`src/rtl/ptb_pkg.sv`:
```
package ptb_pkg;
  localparam int REG_ADDR_W = 3;

  localparam logic [REG_ADDR_W-1:0] ADDR_CTRL   = 3'd0;
  localparam logic [REG_ADDR_W-1:0] ADDR_COUNT  = 3'd1;
  localparam logic [REG_ADDR_W-1:0] ADDR_PRESC  = 3'd2;
  localparam logic [REG_ADDR_W-1:0] ADDR_PERIOD = 3'd3;
  localparam logic [REG_ADDR_W-1:0] ADDR_FLAG   = 3'd4;
  localparam logic [REG_ADDR_W-1:0] ADDR_EVENT  = 3'd5;

  typedef enum logic [1:0] {
    MODE_UP     = 2'd0,
    MODE_DOWN   = 2'd1,
    MODE_CENTER = 2'd2,
    MODE_UP_ALT = 2'd3
  } count_mode_e;

  typedef struct packed {
    logic        enable;
    count_mode_e mode;
    logic        preloadEn;
  } timer_cfg_t;

  typedef struct packed {
    logic cntWr;
    logic pscWr;
    logic perWr;
    logic forceUpd;
  } tb_strobe_t;
endpackage

```
`src/rtl/ptb_ctrl.sv`:
```
module ptb_ctrl
  import ptb_pkg::*;
#(
  parameter int DATA_W = 16
) (
  input  logic                  clk,
  input  logic                  rstN,
  input  logic                  wrEn,
  input  logic [REG_ADDR_W-1:0] wrAddr,
  input  logic [4:0]            wrLow,
  input  logic [REG_ADDR_W-1:0] rdAddr,
  input  logic [DATA_W-1:0]     cntVal,
  input  logic [DATA_W-1:0]     pscPre,
  input  logic [DATA_W-1:0]     perPre,
  input  logic                  updEvt,
  output timer_cfg_t            cfg,
  output tb_strobe_t            strb,
  output logic [DATA_W-1:0]     rdData,
  output logic                  irq
);
  logic irqEn;
  logic flagQ;
  logic flagClr;
  logic ctrlWr;

  assign ctrlWr        = wrEn && (wrAddr == ADDR_CTRL);
  assign flagClr       = wrEn && (wrAddr == ADDR_FLAG) && wrLow[0];
  assign strb.cntWr    = wrEn && (wrAddr == ADDR_COUNT);
  assign strb.pscWr    = wrEn && (wrAddr == ADDR_PRESC);
  assign strb.perWr    = wrEn && (wrAddr == ADDR_PERIOD);
  assign strb.forceUpd = wrEn && (wrAddr == ADDR_EVENT) && wrLow[0];

  always_ff @(posedge clk) begin
    if (!rstN) begin
      cfg   <= '{enable: 1'b0, mode: MODE_UP, preloadEn: 1'b0};
      irqEn <= 1'b0;
    end else if (ctrlWr) begin
      cfg   <= '{enable: wrLow[0], mode: count_mode_e'(wrLow[2:1]), preloadEn: wrLow[3]};
      irqEn <= wrLow[4];
    end
  end

  // set has priority over a software clear in the same cycle
  always_ff @(posedge clk) begin
    if (!rstN)        flagQ <= 1'b0;
    else if (updEvt)  flagQ <= 1'b1;
    else if (flagClr) flagQ <= 1'b0;
  end

  assign irq = flagQ && irqEn;

  always_comb begin
    case (rdAddr)
      ADDR_CTRL:   rdData = DATA_W'({irqEn, cfg.preloadEn, cfg.mode, cfg.enable});
      ADDR_COUNT:  rdData = cntVal;
      ADDR_PRESC:  rdData = pscPre;
      ADDR_PERIOD: rdData = perPre;
      ADDR_FLAG:   rdData = DATA_W'(flagQ);
      default:     rdData = '0;
    endcase
  end

  assert_flag_set_R11: assert property (@(posedge clk) disable iff (!rstN)
    updEvt |=> flagQ);
  assert_flag_clear_R11: assert property (@(posedge clk) disable iff (!rstN)
    (flagClr && !updEvt) |=> !flagQ);
endmodule

```
`src/rtl/ptb_datapath.sv`:
```
module ptb_datapath
  import ptb_pkg::*;
#(
  parameter int               CNT_W        = 16,
  parameter int               PSC_W        = 16,
  parameter int               DATA_W       = 16,
  parameter logic [CNT_W-1:0] RESET_PERIOD = '1
) (
  input  logic              clk,
  input  logic              rstN,
  input  timer_cfg_t        cfg,
  input  tb_strobe_t        strb,
  input  logic [DATA_W-1:0] wrData,
  output logic [CNT_W-1:0]  cntQ,
  output logic [PSC_W-1:0]  pscPreQ,
  output logic [CNT_W-1:0]  perPreQ,
  output logic              updEvt,
  output logic              updPulse
);
  localparam logic [CNT_W-1:0] CNT_ONE = CNT_W'(1);
  localparam logic [PSC_W-1:0] PSC_ONE = PSC_W'(1);

  logic [PSC_W-1:0] pscCnt;
  logic [PSC_W-1:0] pscActive;
  logic [CNT_W-1:0] perActive;
  logic             dirDown;
  logic             tick;
  logic             wrapEvt;
  logic [CNT_W-1:0] cntNext;
  logic             dirNext;

  assign tick = cfg.enable && (pscCnt == pscActive);

  always_comb begin
    wrapEvt = 1'b0;
    cntNext = cntQ;
    dirNext = dirDown;
    if (tick) begin
      case (cfg.mode)
        MODE_DOWN: begin
          if (cntQ == '0) begin
            wrapEvt = 1'b1;
            cntNext = perActive;
          end else begin
            cntNext = cntQ - CNT_ONE;
          end
        end
        MODE_CENTER: begin
          if (!dirDown) begin
            if (cntQ >= perActive) begin
              wrapEvt = 1'b1;
              dirNext = 1'b1;
              cntNext = (perActive == '0) ? '0 : perActive - CNT_ONE;
            end else begin
              cntNext = cntQ + CNT_ONE;
            end
          end else begin
            if (cntQ == '0) begin
              wrapEvt = 1'b1;
              dirNext = 1'b0;
              cntNext = (perActive == '0) ? '0 : CNT_ONE;
            end else begin
              cntNext = cntQ - CNT_ONE;
            end
          end
        end
        default: begin
          if (cntQ >= perActive) begin
            wrapEvt = 1'b1;
            cntNext = '0;
          end else begin
            cntNext = cntQ + CNT_ONE;
          end
        end
      endcase
    end
  end

  assign updEvt = strb.forceUpd || (wrapEvt && !strb.cntWr);

  // counter and direction: force > software write > counting
  always_ff @(posedge clk) begin
    if (!rstN) begin
      cntQ    <= '0;
      dirDown <= 1'b0;
    end else if (strb.forceUpd) begin
      cntQ    <= (cfg.mode == MODE_DOWN) ? perPreQ : '0;
      dirDown <= 1'b0;
    end else if (strb.cntWr) begin
      cntQ    <= wrData[CNT_W-1:0];
    end else begin
      cntQ    <= cntNext;
      dirDown <= dirNext;
    end
  end

  always_ff @(posedge clk) begin
    if (!rstN)             pscCnt <= '0;
    else if (updEvt)       pscCnt <= '0;
    else if (tick)         pscCnt <= '0;
    else if (cfg.enable)   pscCnt <= pscCnt + PSC_ONE;
  end

  // preload and active stages
  always_ff @(posedge clk) begin
    if (!rstN) begin
      pscPreQ   <= '0;
      pscActive <= '0;
      perPreQ   <= RESET_PERIOD;
      perActive <= RESET_PERIOD;
    end else begin
      if (strb.pscWr) pscPreQ <= wrData[PSC_W-1:0];
      if (strb.perWr) perPreQ <= wrData[CNT_W-1:0];
      if (updEvt)     pscActive <= pscPreQ;
      if (strb.perWr && !cfg.preloadEn) perActive <= wrData[CNT_W-1:0];
      else if (updEvt)                  perActive <= perPreQ;
    end
  end

  always_ff @(posedge clk) begin
    if (!rstN) updPulse <= 1'b0;
    else       updPulse <= updEvt;
  end

  assert_hold_disabled_R13: assert property (@(posedge clk) disable iff (!rstN)
    (!cfg.enable && !strb.cntWr && !strb.forceUpd) |=> $stable(cntQ));
  assert_psc_bound_R3: assert property (@(posedge clk) disable iff (!rstN)
    pscCnt <= pscActive);
  assert_force_reinit_R9: assert property (@(posedge clk) disable iff (!rstN)
    (strb.forceUpd && cfg.mode == MODE_UP) |=> (cntQ == '0 && pscCnt == '0 && updPulse));
  assert_direct_period_R7: assert property (@(posedge clk) disable iff (!rstN)
    (strb.perWr && !cfg.preloadEn) |=> (perActive == $past(wrData[CNT_W-1:0])));
  assert_cnt_write_R12: assert property (@(posedge clk) disable iff (!rstN)
    (strb.cntWr && !strb.forceUpd) |=> (cntQ == $past(wrData[CNT_W-1:0]) && !updPulse));
endmodule

```
`src/rtl/ptb_timer.sv`:
```
module ptb_timer
  import ptb_pkg::*;
#(
  parameter int               CNT_W        = 16,
  parameter int               PSC_W        = 16,
  parameter logic [CNT_W-1:0] RESET_PERIOD = '1,
  localparam int              DATA_W       = (CNT_W > PSC_W) ? CNT_W : PSC_W
) (
  input  logic                  clk,
  input  logic                  rstN,
  input  logic                  wrEn,
  input  logic [REG_ADDR_W-1:0] wrAddr,
  input  logic [DATA_W-1:0]     wrData,
  input  logic [REG_ADDR_W-1:0] rdAddr,
  output logic [DATA_W-1:0]     rdData,
  output logic                  updPulse,
  output logic                  irq
);
  timer_cfg_t       cfg;
  tb_strobe_t       strb;
  logic [CNT_W-1:0] cntQ;
  logic [PSC_W-1:0] pscPreQ;
  logic [CNT_W-1:0] perPreQ;
  logic             updEvt;

  ptb_ctrl #(.DATA_W(DATA_W)) uCtrl (
    .clk    (clk),
    .rstN   (rstN),
    .wrEn   (wrEn),
    .wrAddr (wrAddr),
    .wrLow  (wrData[4:0]),
    .rdAddr (rdAddr),
    .cntVal (DATA_W'(cntQ)),
    .pscPre (DATA_W'(pscPreQ)),
    .perPre (DATA_W'(perPreQ)),
    .updEvt (updEvt),
    .cfg    (cfg),
    .strb   (strb),
    .rdData (rdData),
    .irq    (irq)
  );

  ptb_datapath #(
    .CNT_W       (CNT_W),
    .PSC_W       (PSC_W),
    .DATA_W      (DATA_W),
    .RESET_PERIOD(RESET_PERIOD)
  ) uPath (
    .clk     (clk),
    .rstN    (rstN),
    .cfg     (cfg),
    .strb    (strb),
    .wrData  (wrData),
    .cntQ    (cntQ),
    .pscPreQ (pscPreQ),
    .perPreQ (perPreQ),
    .updEvt  (updEvt),
    .updPulse(updPulse)
  );
endmodule

```
`config.mk`:
```
export PLATFORM = sky130hd
export DESIGN_NAME = ptb_timer
export DESIGN_NICKNAME = d
export VERILOG_FILES = /design/src/rtl/ptb_pkg.sv /design/src/rtl/ptb_ctrl.sv /design/src/rtl/ptb_datapath.sv /design/src/rtl/ptb_timer.sv
export SDC_FILE = /design/constraint.sdc
export NUM_CORES = 1
export LEC_CHECK = 0
export BUFFER_PORTS_ARGS = -buffer_cell sky130_fd_sc_hd__buf_2
export CAP_MARGIN = 0
export CORE_MARGIN = 5
export CORE_UTILIZATION = 34
export CTS_BUF_LIST = sky130_fd_sc_hd__clkbuf_2 sky130_fd_sc_hd__clkbuf_4 sky130_fd_sc_hd__clkbuf_8
export DETAILED_ROUTE_END_ITERATION = 10
export HOLD_SLACK_MARGIN = 0.15
export PLACE_DENSITY = 0.53
export SETUP_SLACK_MARGIN = 0.1
export SLEW_MARGIN = 20
export SYNTH_ARGS = -nofsm -noshare
export SYNTH_HDL_FRONTEND = slang
export SYNTH_HIERARCHICAL = 1
export SYNTH_SLANG_ARGS = --single-unit
```
`constraint.sdc`:
```
create_clock -name clk -period 4.26 [get_ports clk]
set_clock_uncertainty 0.1 [all_clocks]
set_input_delay 0.639 -clock clk [delete_from_list [all_inputs] [get_ports clk]]
set_output_delay 0.639 -clock clk [all_outputs]
set_load 0.05 [all_outputs]
```
==> results of run 1 <==
[cells by family (layout without fill, tap and decap cells)]
family / Yosys count / after routing / share of synthesized area (%)
and+or+nand+nor: 348 / 348 / 22.8
AOI/OAI and AO/OA: 215 / 215 / 20.0
DFF: 104 / 104 / 28.6
buffers and inverters: 101 / 121 / 5.50
muxes: 72 / 72 / 10.8
xor gates and xnor gates: 68 / 68 / 8.18
adders and majority gates: 24 / 24 / 4.12
[cell usage in the layout (no fill, tap or decap), drive strengths merged, types with 15 or more instances in the layout]
cell type and n:
nor4 15, a21oi 55, o32ai 16, buf 71, a22oi 15, xor2 21, mux2i 56, nor3 16
nand2 121, o21ai 44, ha 24, nor2 94, dfxtp 104, nand3 21, nand4 17, xnor2 47
inv 34
[worst max-delay path, cell delays in order (launching register included)]
cell and delay [ns]:
dfxtp_1 0.58, inv_1 0.22, ha_1 0.33, a31oi_1 0.13
nor2b_1 0.09, o31a_1 0.30, o32ai_1 0.49, a211oi_4 0.10
buf_4 0.24, nor2_4 0.11, clkinv_2 0.28, nor4_1 0.36
nor2_1 0.07
[how the worst min path moves through the flow]
stage                          endpoint                 from  slack (ns)
floorplan            uPath/pscActive[1]     uPath/pscPreQ[1]        0.34
global placement     uPath/pscActive[0]   uPath/pscActive[0]        0.36
detailed placement   uPath/pscActive[5]     uPath/pscPreQ[5]        0.36
CTS                  uPath/pscActive[5]     uPath/pscPreQ[5]        0.38
global route        uPath/pscActive[15]  uPath/pscActive[15]        0.40
finish               uPath/pscActive[5]     uPath/pscPreQ[5]        0.37
[layer usage]
metal	wire length, um	part of all wire [%]	up-vias
met5	0	0	-
met4	662	2.5	0
met3	1980	7.4	55
met2	12100	45	325
met1	12100	45	3487
li1	-	-	3387
[metrics by stage]
stage	instances	hold WS, ns	utilization, %	power, mW	cell area [um^2]
4_1_cts	1227	0.378	38.0	2.24	7990
5_1_grt	1227	0.402	38.0	2.33	7990
3_5_place_dp	1211	0.362	37.1	1.57	7790
3_3_place_gp	1211	0.356	37.1	1.58	7790
2_1_floorplan	932	0.344	-	1.41	7280
6_report	1227	0.374	38.0	2.24	7990
[report_power, final]
group	internal [mW]	switching (mW)	total, mW
sequential	0.994	0.0394	1.03
combinational	0.184	0.347	0.531
clock	0.287	0.385	0.672
[sequential cells by signal, indices dropped and copies added (netlist names)]
signal,count
uPath/perPreQ,16
uPath/pscPreQ,16
uPath/cntQ,16
uCtrl/irqEn,1
uPath/pscCnt,16
uPath/perActive,16
uCtrl/cfg,4
uPath/pscActive,16
uPath/dirDown,1
uCtrl/flagQ,1
uPath/updPulse,1
[cell type report]
cell class                      count  share of cell area, %
Timing Repair Buffer               71                   5.35
Clock inverter                      6                  0.923
Tap cell                          275                   4.30
Multi-Input combinational cell    727                   60.1
Inverter                           34                   1.61
Sequential cell                   104                   26.0
Clock buffer                       10                   1.64
==> results.sh, run 1 <==
export IMPL_die_width_um=156
export IMPL_core_area_um2=21000
export IMPL_grt_setup_unrepaired="no"
export IMPL_worstPathMaxFanout=18
export IMPL_numCtsBuffers=9
export IMPL_min_period_over_period_pct=82.9
export IMPL_startpoint="uPath/cntQ[0]"
export IMPL_end_kind="register"
export IMPL_ys_seq_area_share_pct=28.6
export IMPL_antenna_cells=0
export IMPL_grt_start_max_net_pins=46
export IMPL_worstMarginPinSlew_ns=0.930
export IMPL_antenna_found_initial=0
export IMPL_yosys_warnings=6
export IMPL_register_area_um2=2080
export IMPL_synth_top_area_share_pct=28.6
export IMPL_drtIter0Drc=858
export IMPL_hold_violations=0
export IMPL_yosysMostFrequentCell="nand2_1"
export IMPL_gr_usage_all_layers_pct=21.6
export IMPL_maxSlewViolCount=0
export IMPL_start_util_pct=34.6
export IMPL_cts_root_buf="clkbuf_8"
export IMPL_timing_rr_end="uCtrl/flagQ"
export IMPL_tns_ns=0
export IMPL_post_cts_repair_setup_buffers=0
export IMPL_port_buffers=42
export IMPL_r2r_slack_ns=0.73
export IMPL_status="finished, final reports clean"
export IMPL_vias=7254
export IMPL_synth_area_um2=7280
export IMPL_synth_common_cells="121 x nand2_1, 104 x dfxtp_1, 93 x nor2_1"
export IMPL_post_place_ws_ns=0.816
export IMPL_async_reset_ff_share_pct=0
export IMPL_max_freq_mhz=283
export IMPL_clock_latency_ns=0.39
export IMPL_met2_usage_pct=33.8
export IMPL_cts_tree="built"
export IMPL_total_leakage_power_nw=3.17
export IMPL_fp_dieH_um=156
export IMPL_hold_depth=2
export IMPL_syn_num_nets=981
export IMPL_clk_path_buf_depth=2
export IMPL_cts_sinks=104
export IMPL_synth_edf_count=0
export IMPL_required_ns=4.44
export IMPL_nFillCells=2187
export IMPL_via_per_inst=5.91
export IMPL_yosys_area_top_type="dfxtp_1"
export IMPL_core_rowCount=53
export IMPL_power_density_nw_per_um2=280
export IMPL_drive_gt1_share_pct=12.3
export IMPL_grt_overflow_total=0
export IMPL_max_slew_margin_rel_pct=38.0
export IMPL_critPathKind="reg2reg"
export IMPL_dp_hpwl_um=19600
export IMPL_synthesis_instances=932
export IMPL_cts_hold_buf=0
export IMPL_synthDistinctLibCells=75
export IMPL_synth_area_per_cell_um2=7.81
export IMPL_reg2reg_depth=12
export IMPL_cts_htree_levels=3
export IMPL_post_drt_wl_per_cell_um=21.9
export IMPL_wl_um=26900
export IMPL_finalNetCount=996
export IMPL_drc=0
export IMPL_use_met1_pct=30.2
export IMPL_ir_drop_mv=0.134
export IMPL_yosys_top_cells_area="dfxtp_1 29%, mux2i_1 7.7%, nand2_1 6.2%"
export IMPL_multi_input_area_um2=4810
export IMPL_die_area_um2=24400
export IMPL_grt_pass1_vias=6736
export IMPL_grt_pass1_wl_um=41600
export IMPL_path_clk_slew_ns=0.11
export IMPL_first_pass_iters=8
export IMPL_met3_usage_pct=4.20
export IMPL_cp_endpoint="uCtrl/flagQ"
export IMPL_timing_rr_start="uPath/cntQ[0]"
export IMPL_hp_class="reg2reg"
export IMPL_io_pins=43
export IMPL_ant_nets=0
export IMPL_syn_to_final_growth_pct=9.80
export IMPL_synth_seq_cells=104
export IMPL_worst_ep_arrival_time_ns=3.71
export IMPL_finalSetupViolCount=0
export IMPL_cap_viol_max_count=0
export IMPL_setup_ws_ns=0.730
export IMPL_gp_congestion=0.942
export IMPL_cts_resized=0
export IMPL_layout_min_cycle_time_ns=3.53
export IMPL_ys_flop_type="dfxtp_1"
export IMPL_critPathLaunchType="register"
export IMPL_busiest_layer="met2"
Power figures use the tool's default switching activity.
==> run 2: changes to the inputs <==
==> constraint.sdc (replaced) <==
create_clock -name clk -period 3.65 [get_ports clk]
set_clock_uncertainty 0.1 [all_clocks]
set_input_delay 0.5475 -clock clk [delete_from_list [all_inputs] [get_ports clk]]
set_output_delay 0.5475 -clock clk [all_outputs]
set_load 0.05 [all_outputs]
==> run 2 against run 1 <==
Net effect:
- critical path depth decreased by 2
- clock power is 21% higher
- critical endpoint is now uPath/perActive[3]
- sequential power rose by 15%
==> results.sh, run 2 (synthesized netlist as in run 1, its figures left out) <==
export IMPL_total_leakage_power_nw=3.32
export IMPL_drc=0
export IMPL_path_clk_slew_ns=0.12
export IMPL_cts_htree_levels=3
export IMPL_gp_congestion=0.954
export IMPL_port_buffers=42
export IMPL_end_kind="register"
export IMPL_io_pins=43
export IMPL_dp_hpwl_um=20500
export IMPL_power_density_nw_per_um2=324
export IMPL_cts_sinks=104
export IMPL_hold_start="wrData[6]"
export IMPL_clock_latency_ns=0.40
export IMPL_start_util_pct=34.6
export IMPL_status="finished, final reports clean"
export IMPL_min_period_over_period_pct=90.9
export IMPL_finalSetupViolCount=0
export IMPL_post_cts_repair_setup_buffers=0
export IMPL_antenna_cells=0
export IMPL_syn_to_final_growth_pct=12.9
export IMPL_max_freq_mhz=302
export IMPL_grt_overflow_total=0
export IMPL_hold_violations=0
export IMPL_register_area_um2=2080
export IMPL_final_cell_mix="121 x nand2_1, 104 x dfxtp_1, 92 x nor2_1"
export IMPL_grt_pass1_wl_um=42900
export IMPL_via_per_inst=5.86
export IMPL_hold_slack_ns=0.324
export IMPL_finalNetCount=1024
export IMPL_ant_nets=0
export IMPL_post_drt_wl_per_cell_um=22.4
export IMPL_max_slew_margin_rel_pct=37.6
export IMPL_gr_usage_all_layers_pct=22.7
export IMPL_hold_depth=3
export IMPL_worst_ep_arrival_time_ns=3.52
export IMPL_grt_setup_unrepaired="no"
export IMPL_maxSlewViolCount=0
export IMPL_worstPathMaxFanout=16
export IMPL_holdPathEnd="uPath/perPreQ[6]"
export IMPL_numCtsBuffers=9
export IMPL_nFillCells=2197
export IMPL_die_area_um2=24400
export IMPL_wl_um=28200
export IMPL_reg2reg_depth=10
export IMPL_worstMarginPinSlew_ns=0.928
export IMPL_grt_pass1_vias=6855
export IMPL_vias=7351
export IMPL_timing_rr_start="uPath/perActive[15]"
export IMPL_cts_root_buf="clkbuf_8"
export IMPL_critPathLaunchType="register"
export IMPL_die_width_um=156
export IMPL_layout_min_cycle_time_ns=3.32
export IMPL_timing_rr_end="uPath/perActive[3]"
export IMPL_required_ns=3.85
export IMPL_drive_gt1_share_pct=15.0
export IMPL_tns_ns=0
export IMPL_cts_tree="built"
export IMPL_multi_input_area_um2=4820
export IMPL_mostFrequentLayoutCell="nand2_1"
export IMPL_critPathKind="reg2reg"
export IMPL_core_area_um2=21000
export IMPL_cap_viol_max_count=0
export IMPL_clk_path_buf_depth=2
export IMPL_ir_drop_mv=0.176
export IMPL_fp_dieH_um=156
export IMPL_r2r_slack_ns=0.33
export IMPL_drtIter0Drc=822
export IMPL_first_pass_iters=5
export IMPL_core_rowCount=53
export IMPL_antenna_found_initial=0
export IMPL_hp_class="in2reg"
export IMPL_grt_start_max_net_pins=43
run 2: cell type report:
type,instances,area share [%]
Multi-Input combinational cell,727,58.6
Sequential cell,104,25.3
Timing Repair Buffer,99,7.76
Tap cell,275,4.19
Inverter,34,1.57
Clock buffer,9,1.51
Clock inverter,7,1.05
run 2: where the power goes:
part / internal [mW] / switching [mW] / leakage, nW
clock: 0.332 / 0.480 / 0.104
sequential: 1.16 / 0.0243 / 0.843
combinational: 0.233 / 0.436 / 2.37
run 2: repair_timing:
action                                  4_1_cts  5_1_grt
endpoints found under the setup margin        0        1
hold buffers                                  0        0
gates resized for setup                       0        1
run 2: worst max-delay path by stage:
stage,from,end,depth (start not counted)
floorplan,uPath/cntQ[0],uCtrl/flagQ,13
global placement,uPath/perActive[1],uPath/cntQ[15],10
detailed placement,uPath/perActive[1],uPath/cntQ[14],9
CTS,uPath/perActive[1],uPath/cntQ[14],9
global route,uPath/perActive[7],uCtrl/flagQ,11
finish,uPath/perActive[15],uPath/perActive[3],10
run 2: per-stage QoR:
step | util, % | instances | instance area, um^2 | power (mW) | setup WS (ns)
final | 39.1 | 1255 | 8220 | 2.67 | 0.333
after global routing | 39.1 | 1255 | 8220 | 2.78 | 0.146
after CTS | 39.1 | 1255 | 8210 | 2.67 | 0.334
after detailed placement | 38.1 | 1239 | 8000 | 1.86 | 0.339
after global placement | 38.1 | 1239 | 8000 | 1.87 | 0.213
after floorplan | - | 932 | 7280 | 1.64 | 0.494
run 2: worst max-delay path: stages (launching register included):
cell	delay (ns)
dfxtp_1	0.41
inv_1	0.10
ha_1	0.32
nand4_1	0.18
nor4_1	0.55
o31a_1	0.35
o32ai_1	0.20
a211oi_4	0.31
buf_4	0.30
o32ai_1	0.12
a21oi_1	0.27
run 2: per-layer routing:
layer  GRT usage, %  vias to the layer above  wire length (um)
met5              0                        -                 0
met4           7.23                        0               750
met3           4.29                       60              2140
met2           35.4                      339             12700
met1           31.7                     3502             12500
li1               -                     3450                 -
==> run 3: changes to the inputs <==
--- a/config.mk
+++ b/config.mk
@@ -12,7 +12,6 @@
 export CTS_BUF_LIST = sky130_fd_sc_hd__clkbuf_2 sky130_fd_sc_hd__clkbuf_4 sky130_fd_sc_hd__clkbuf_8
 export DETAILED_ROUTE_END_ITERATION = 10
 export HOLD_SLACK_MARGIN = 0.15
-export PLACE_DENSITY = 0.53
 export SETUP_SLACK_MARGIN = 0.1
 export SLEW_MARGIN = 20
 export SYNTH_ARGS = -nofsm -noshare
==> run 3 against run 2 <==
Net effect:
- worst hold slack better by 0.030 ns
- first-iteration DRC count is 30% higher
- combinational power is 2% higher
- critical endpoint is now uPath/cntQ[5]
- largest cell class unchanged
==> results.sh, run 3 (synthesized netlist as in run 1, its figures left out) <==
export IMPL_fp_dieH_um=156
export IMPL_p_switching_mw=0.922
export IMPL_end_kind="register"
export IMPL_status="finished, final reports clean"
export IMPL_power_switching_share_pct=33.6
export IMPL_cp_num_buf_inv=2
export IMPL_clockPowerShare_pct=32.1
export IMPL_critPathTopFamily="simple AND/OR/NAND/NOR gates"
export IMPL_maxSlewViolCount=0
export IMPL_wl_um=26800
export IMPL_register_area_um2=2080
export IMPL_path_clk_slew_ns=0.11
export IMPL_syn_to_final_growth_pct=13.6
export IMPL_drc=0
export IMPL_numCtsBuffers=9
export IMPL_cts_sinks=104
export IMPL_grt_setup_unrepaired="no"
export IMPL_clock_latency_ns=0.40
export IMPL_nFillCells=2124
export IMPL_cts_tree="built"
export IMPL_slowest_delay_ns=0.61
export IMPL_cts_hold_buf=0
export IMPL_post_drt_wl_per_cell_um=21.3
export IMPL_seqPwrFrac_pct=43.1
export IMPL_pwr_share_comb_pct=24.8
export IMPL_drive_gt1_share_pct=15.2
export IMPL_critPathLaunchType="register"
export IMPL_start_util_pct=34.6
export IMPL_worstMarginPinSlew_ns=0.947
export IMPL_antenna_found_initial=2
export IMPL_finalSetupViolCount=0
export IMPL_cts_htree_levels=3
export IMPL_cp_slowest_cell="nor4_1"
export IMPL_vias=7359
export IMPL_layout_min_cycle_time_ns=3.46
export IMPL_antenna_cells=0
export IMPL_gr_usage_all_layers_pct=21.3
export IMPL_dpl_cell_area_um2=8030
export IMPL_total_power_mw=2.75
export IMPL_io_pins=43
export IMPL_total_leakage_power_nw=3.35
export IMPL_hold_violations=0
export IMPL_cp_cell_sequence="buf_4, or4_1, nor4_1, nand3_1, o31ai_1, buf_4, o22ai_1, o311ai_1, a21oi_1"
export IMPL_grt_pass1_vias=6858
export IMPL_timing_rr_start="uPath/perActive[6]"
export IMPL_finalNetCount=1029
export IMPL_clk_path_buf_depth=2
export IMPL_hold_start="wrData[15]"
export IMPL_design_area_um2=8270
export IMPL_required_ns=3.81
export IMPL_via_per_inst=5.84
export IMPL_die_width_um=156
export IMPL_critPathKind="reg2reg"
export IMPL_startpoint="uPath/perActive[6]"
export IMPL_ir_drop_mv=0.184
export IMPL_crit_top_cell="buf_4"
export IMPL_max_slew_margin_rel_pct=36.3
export IMPL_dp_hpwl_um=20400
export IMPL_core_area_um2=21000
export IMPL_drtIter0Drc=1071
export IMPL_p_int_mw=1.82
export IMPL_gp_congestion=0.995
export IMPL_ant_nets=0
export IMPL_final_cell_mix="121 x nand2_1, 104 x dfxtp_1, 92 x nor2_1"
export IMPL_tns_ns=0
export IMPL_worstPathMaxFanout=8
export IMPL_max_freq_mhz=289
export IMPL_grt_overflow_total=0
export IMPL_grt_pass1_wl_um=40600
export IMPL_power_density_nw_per_um2=332
export IMPL_port_buffers=42
export IMPL_hp_class="in2reg"
export IMPL_grt_start_max_net_pins=44
export IMPL_cap_viol_max_count=0
export IMPL_multi_input_area_um2=4810
export IMPL_cts_root_buf="clkbuf_8"
export IMPL_worst_ep_arrival_time_ns=3.62
export IMPL_first_pass_iters=6
export IMPL_core_rowCount=53
export IMPL_die_area_um2=24400
export IMPL_min_period_over_period_pct=94.8
export IMPL_mostFrequentLayoutCell="nand2_1"
## run 3: final timing paths
kind	endpoint	slack (ns)	depth (start not counted)
worst min-delay path	uPath/perPreQ[15]	0.35	3
worst max-delay path	uPath/cntQ[5]	0.19	9
worst max register to register	uPath/cntQ[5]	0.19	9
worst min register to register	uPath/pscActive[10]	0.38	2
## run 3: repair_timing
item | in CTS | in global routing
gates resized for setup | 0 | 1
buffers inserted | 1 | 0
pin swaps | 1 | 0
endpoints found under the setup margin | 3 | 1
## run 3: metrics by stage
step	util, %	instances	setup WS [ns]	hold WS (ns)
6_report	39.4	1260	0.189	0.354
5_1_grt	39.4	1260	0.111	0.339
4_1_cts	39.4	1260	0.161	0.327
3_5_place_dp	38.2	1243	0.0548	0.366
3_3_place_gp	38.2	1243	0.0291	0.360
2_1_floorplan	-	932	0.494	0.344
## run 3: cell type report
cell class	instances	share of cell area (%)
clock buffers	11	1.83
inverters	34	1.56
multi-input cells	727	58.1
repair buffers	104	8.17
flip-flops and latches	104	25.2
clock inverters	5	1.03
well taps	275	4.16
## run 3: power by group through the flow
stage	registers (mW)	logic (mW)	clock network (mW)
6_report	1.18	0.681	0.882
5_1_grt	1.19	0.725	0.936
4_1_cts	1.18	0.663	0.898
3_5_place_dp	1.21	0.660	0
3_3_place_gp	1.21	0.664	0
2_1_floorplan	1.21	0.435	0
## run 3: layer usage
metal	share of wire [%]	global-route usage [%]	wire length, um
met1	42	28.7	11300
met3	8.9	3.73	2380
met4	3.3	8.22	877
met2	46	34.2	12200
met5	0.082	0	22
## run 3: worst register-to-register path, delay by kind of cell, from the launching register on
family / cells / cell delay, ns
flip-flops: 1 / 0.36
AND/OR/NAND/NOR: 3 / 1.40
buffers and inverters: 2 / 0.49
AO/OA/AOI/OAI: 4 / 1.00
